--- config.mk ---
export PLATFORM = sky130hd
export DESIGN_NAME = pld_macrocell
export DESIGN_NICKNAME = d
export VERILOG_FILES = /design/src/rtl/pld_mc_pkg.sv /design/src/rtl/mc_clk_sel.sv /design/src/rtl/mc_store.sv /design/src/rtl/mc_io.sv /design/src/rtl/pld_macrocell.sv
export SDC_FILE = /design/constraint.sdc
export NUM_CORES = 1
export LEC_CHECK = 0
export ABC_AREA = 1
export BUFFER_PORTS_ARGS = -buffer_cell sky130_fd_sc_hd__buf_2
export CORE_AREA = 4 4 41 43
export CTS_CLUSTER_DIAMETER = 200
export DETAILED_ROUTE_END_ITERATION = 10
export DIE_AREA = 0 0 45 47
export PLACE_DENSITY_LB_ADDON = 0.15
export SYNTH_ARGS = -nofsm -noshare
export SYNTH_HDL_FRONTEND = slang
export SYNTH_SLANG_ARGS = --single-unit
--- constraint.sdc ---
create_clock -name clk_i -period 0.89 [get_ports clk_i]
set_input_delay 0.1335 -clock clk_i [delete_from_list [all_inputs] [get_ports clk_i]]
set_output_delay 0.1335 -clock clk_i [all_outputs]
set_load 0.03 [all_outputs]
--- src/rtl/pld_mc_pkg.sv ---
package pld_mc_pkg;
  typedef enum logic [1:0] {
    MC_COMB  = 2'd0,
    MC_LATCH = 2'd1,
    MC_REG   = 2'd2,
    MC_REG2  = 2'd3
  } mc_mode_e;
endpackage

--- src/rtl/mc_clk_sel.sv ---
module mc_clk_sel #(
  parameter int NUM_CLK   = 2,
  parameter int CLK_SEL_W = 1
) (
  input  logic                 clk_i,
  input  logic                 rst_ni,
  input  logic [NUM_CLK-1:0]   gclk_i,
  input  logic [CLK_SEL_W-1:0] sel_i,
  output logic                 level_o,
  output logic                 rise_o
);
  logic [NUM_CLK-1:0] hit;
  logic               prev_q;

  // one-hot decode of the selected line, out-of-range selects nothing
  for (genvar g = 0; g < NUM_CLK; g++) begin : g_sel
    assign hit[g] = gclk_i[g] && (sel_i == CLK_SEL_W'(g));
  end

  assign level_o = |hit;
  assign rise_o  = level_o && !prev_q;

  always_ff @(posedge clk_i or negedge rst_ni) begin
    if (!rst_ni) prev_q <= 1'b0;
    else         prev_q <= level_o;
  end

  assert_rise_single_R5: assert property (@(posedge clk_i) disable iff (!rst_ni)
    rise_o |=> !rise_o);
endmodule

--- src/rtl/mc_store.sv ---
module mc_store
  import pld_mc_pkg::*;
(
  input  logic     clk_i,
  input  logic     rst_ni,
  input  mc_mode_e mode_i,
  input  logic     toggle_i,
  input  logic     rise_i,
  input  logic     level_i,
  input  logic     d_i,
  output logic     q_o
);
  logic is_reg;
  assign is_reg = (mode_i == MC_REG) || (mode_i == MC_REG2);

  always_ff @(posedge clk_i or negedge rst_ni) begin
    if (!rst_ni) begin
      q_o <= 1'b0;
    end else begin
      unique case (mode_i)
        MC_LATCH:       if (level_i) q_o <= d_i;
        MC_REG, MC_REG2: if (rise_i) q_o <= toggle_i ? (q_o ^ d_i) : d_i;
        default:        q_o <= q_o;
      endcase
    end
  end

  assert_reg_hold_R3: assert property (@(posedge clk_i) disable iff (!rst_ni)
    (is_reg && !rise_i) |=> $stable(q_o));
  assert_dreg_capture_R3: assert property (@(posedge clk_i) disable iff (!rst_ni)
    (is_reg && !toggle_i && rise_i) |=> (q_o == $past(d_i)));
  assert_treg_flip_R4: assert property (@(posedge clk_i) disable iff (!rst_ni)
    (is_reg && toggle_i && rise_i && d_i) |=> (q_o != $past(q_o)));
  assert_latch_hold_R6: assert property (@(posedge clk_i) disable iff (!rst_ni)
    (mode_i == MC_LATCH && !level_i) |=> $stable(q_o));
  assert_latch_follow_R6: assert property (@(posedge clk_i) disable iff (!rst_ni)
    (mode_i == MC_LATCH && level_i) |=> (q_o == $past(d_i)));
endmodule

--- src/rtl/mc_io.sv ---
module mc_io
  import pld_mc_pkg::*;
(
  input  logic     clk_i,
  input  logic     rst_ni,
  input  mc_mode_e mode_i,
  input  logic     invert_i,
  input  logic     buried_i,
  input  logic     sop_i,
  input  logic     oe_i,
  input  logic     pad_i,
  input  logic     q_i,
  output logic     d_o,
  output logic     pad_o,
  output logic     pad_oe_o,
  output logic     fb_o
);
  logic term;
  logic comb;

  assign term     = sop_i ^ invert_i;
  assign comb     = (mode_i == MC_COMB);
  assign d_o      = buried_i ? pad_i : term;
  assign pad_o    = comb ? term : q_i;
  assign pad_oe_o = oe_i && !buried_i;
  assign fb_o     = comb ? d_o : q_i;

  assert_fb_matches_pin_R9: assert property (@(posedge clk_i) disable iff (!rst_ni)
    (!comb) |-> (fb_o == pad_o));
  assert_buried_released_R7: assert property (@(posedge clk_i) disable iff (!rst_ni)
    buried_i |-> !pad_oe_o);
endmodule

--- src/rtl/pld_macrocell.sv ---
module pld_macrocell
  import pld_mc_pkg::*;
#(
  parameter int NUM_CLK   = 2,
  localparam int CLK_SEL_W = (NUM_CLK > 1) ? $clog2(NUM_CLK) : 1
) (
  input  logic                 clk_i,
  input  logic                 rst_ni,
  input  logic [NUM_CLK-1:0]   gclk_i,
  input  logic [CLK_SEL_W-1:0] cfg_clk_sel_i,
  input  logic [1:0]           cfg_mode_i,
  input  logic                 cfg_toggle_i,
  input  logic                 cfg_invert_i,
  input  logic                 cfg_buried_i,
  input  logic                 sop_i,
  input  logic                 oe_i,
  input  logic                 pad_i,
  output logic                 pad_o,
  output logic                 pad_oe_o,
  output logic                 fb_o
);
  mc_mode_e mode;
  logic     level, rise, d, q, tgl;

  assign mode = mc_mode_e'(cfg_mode_i);
  // an input register never toggles
  assign tgl  = cfg_toggle_i && !cfg_buried_i;

  mc_clk_sel #(.NUM_CLK(NUM_CLK), .CLK_SEL_W(CLK_SEL_W)) u_clk (
    .clk_i, .rst_ni, .gclk_i, .sel_i(cfg_clk_sel_i),
    .level_o(level), .rise_o(rise)
  );

  mc_store u_store (
    .clk_i, .rst_ni, .mode_i(mode), .toggle_i(tgl),
    .rise_i(rise), .level_i(level), .d_i(d), .q_o(q)
  );

  mc_io u_io (
    .clk_i, .rst_ni, .mode_i(mode), .invert_i(cfg_invert_i),
    .buried_i(cfg_buried_i), .sop_i, .oe_i, .pad_i, .q_i(q),
    .d_o(d), .pad_o, .pad_oe_o, .fb_o
  );

  assert_reset_clear_R10: assert property (@(posedge clk_i)
    !rst_ni |-> (q == 1'b0));
endmodule

==> run summary <==
Status: finished with violations
Failing checks: setup timing
Final setup vio count: 3
Mapped cell area: 229.0 um2
Unrepaired setup endpoints after global routing: yes
Post-route insts no fill: 81
Worst Clk Skew: 0.002388 ns
Power Density: 1287 nW/um2
CP top delay family: flip-flops
Clock Pin Slew Worst Setup and Hold Paths: 0.03 ns
Crit path cell chain: nand2_1 -> o21ai_1 -> buf_4
Fin. Hold Viols: 0
FP Rows: 13
Max Root-Sink Buffers: 2
Die H: 47 um
Most common cell in the netlist: nand2_1
Vias: 311
Crit path kind: flip-flop to output port
Critical path's slowest cell: dfrtp_1
Async SR Flop Fraction: 1.000
Proportion of layout cells with a drive suffix above 1: 0.5152
Final period util: 1.143
GRT Total Usage: 0.05919
PnR Total Power: 544.2 uW
GR peak layer: met2
Initial Utilization: 0.1760
Post-synth EDFFs: 0
Leak pwr: 0.0002575 uW
Gpl congestion: 0.7117
Core region area: 1301 um2
Chip width: 45 um
Top FF cell, synth: dfrtp_1
Worst path depth: 3
DP Cell Count: 76
Pre-antenna DRT Iters: 3
Syn Nets: 53
Root buf cell: clkbuf_4
Final nets: 81
CTS HTree Levels: 1
Min-Delay Path Class: primary input to asynchronous set/reset pin
Vias per Instance: 3.840
Largest cells by area after synthesis: nand2_1, dfrtp_1, inv_1
CP arrival: 0.88 ns
Final WS setup: -0.1270 ns
# DRC: 0
Met2 usage: 0.1017
Worst EP required: 0.76 ns
Most frequent cells after synthesis: nand2_1, inv_1, nand3_1, nor2_1
IO Port Bufs: 15
R2R depth: 7
# diodes: 0
Worst IR Drop VDD: 0.0002947 V
Largest net degree at the start of global routing: 5
Leading area contributor after synthesis: nand2_1
CTS tree: yes
Final Util: 0.3250
Met1 Track Usage GR: 0.06576
Total gr overflow: 0
DPL Wire Length: 502.7 um
Synthesized area per cell: 5.724 um2
Layout Area Growth over Synthesis: 84.70%
Synth cell types: 12
Hold slack: 0.2300 ns
Die area: 2115 um2
Ports: 16
Num CTS Buffers: 3
Slew Viols, Final: 0
Worst path max stage delay: 0.37 ns
FMAX: 983.3 MHz
Seq/Total Area, Yosys: 0.2186
Worst-Skew Late Latency: 0.22 ns
Detailed Route Iter0 Violations: 1
Post-Synthesis Cells: 40
Synth top area share: 0.2295
Synth Warn #: 0
Vias in the first global route: 299
DRT antenna net count: 0
Startpoint types: flip-flop
M3 GR Usage: 0.003831
Crit path max fanout: 2
Initial antenna violation count: 0
Crit. End Element: output port
Clock period minus worst slack: 1.017 ns
Global-route wire length before repair: 945 um
Final WL: 564 um
DR WL/cell: 6.963 um
Clock Sinks: 2
Sum of buffers and inverters on the critical path: 1
Tightest Pin Transition: 0.2003 ns
Max_cap viols: 0
Slew headroom: 0.8650
Yosys reg bits: 2
[cell usage in the layout (no fill, tap or decap), types with 2 or more instances in the layout]
cell type / netlist / final
nand3_2: 2 / 2
nor2_1: 3 / 2
nand2_1: 14 / 13
o21ai_0: 2 / 2
nor2_2: 1 / 2
or2_4: 2 / 2
inv_1: 7 / 7
o21ai_1: 2 / 2
nand3_1: 3 / 3
buf_2: 0 / 13
buf_4: 0 / 9
dfrtp_1: 2 / 2
clkbuf_4: 0 / 3
[layer usage]
| layer | part of all wire | wire, um |
|---|---|---|
| met2 | 0.49 | 277 |
| met1 | 0.42 | 237 |
| met4 | 0 | 0 |
| met5 | 0 | 0 |
| met3 | 0.089 | 50 |
[final cells by class]
type / count / area (um2)
Timing Repair Buffer: 23 / 142.6
Tap cell: 15 / 18.77
Inverter: 8 / 30.03
Clock buffer: 3 / 22.52
Multi-Input combinational cell: 30 / 158.9
Fill cell: 165 / 878.3
Sequential cell: 2 / 50.05
[final timing paths]
| path | start | endpoint | slack [ns] |
|---|---|---|---|
| worst max-delay path | u_store.q_o$_DFFE_PN0P_ | fb_o | -0.13 |
| worst min-delay path | rst_ni | u_store.q_o$_DFFE_PN0P_ | 0.23 |
| worst max register to register | u_store.q_o$_DFFE_PN0P_ | u_store.q_o$_DFFE_PN0P_ | -0.07 |
| worst min register to register | u_clk.prev_q$_DFF_PN0_ | u_store.q_o$_DFFE_PN0P_ | 0.63 |
| max in group asynchronous | rst_ni | u_clk.prev_q$_DFF_PN0_ | 0.56 |
| min in group clk_i | gclk_i[0] | u_clk.prev_q$_DFF_PN0_ | 0.28 |
[what timing repair did]
item                                   CTS  global route
resized for setup                        2             3
hold buffers                             1             0
setup buffers                            0             1
pin swaps                                3             1
setup endpoints to repair                3             3
endpoints found under the hold margin    2             0
[worst reg2reg max path: stages, from the launching register on]
cell     delay (ns)
dfrtp_1        0.37
buf_4          0.14
nand2_4        0.05
inv_1          0.04
nand2_1        0.05
nand3_1        0.08
nand3_2        0.07
nand2_2        0.04
[logic make-up (layout without fill, tap and decap cells)]
| group | after synthesis | in the layout | synth area share |
|---|---|---|---|
| DFF | 2 | 2 | 0.2186 |
| buffers and inverters | 8 | 34 | 0.1312 |
| AOI/OAI and AO/OA | 4 | 4 | 0.08744 |
| and+or+nand+nor | 26 | 26 | 0.5629 |
[metrics by stage]
stage	setup WS, ns	instance area (um2)	TNS [ns]
after floorplan	-0.09169	229.0	-0.1834
after detailed placement	-0.07581	367.9	-0.1495
after global placement	-0.07069	367.9	-0.1583
after global routing	-0.1790	422.9	-0.4755
after CTS	-0.1617	405.4	-0.3221
final	-0.1270	422.9	-0.3186
[sequential cells by signal, indices dropped and copies added, names as in the netlist]
name / flops
u_clk.prev_q: 1
u_store.q_o: 1
[power by group]
group          switching (uW)  total (uW)  internal, uW
combinational             126         240           114
clock                    45.6         194           148
sequential               6.08         111           104
(Power assumes the default switching activity.)
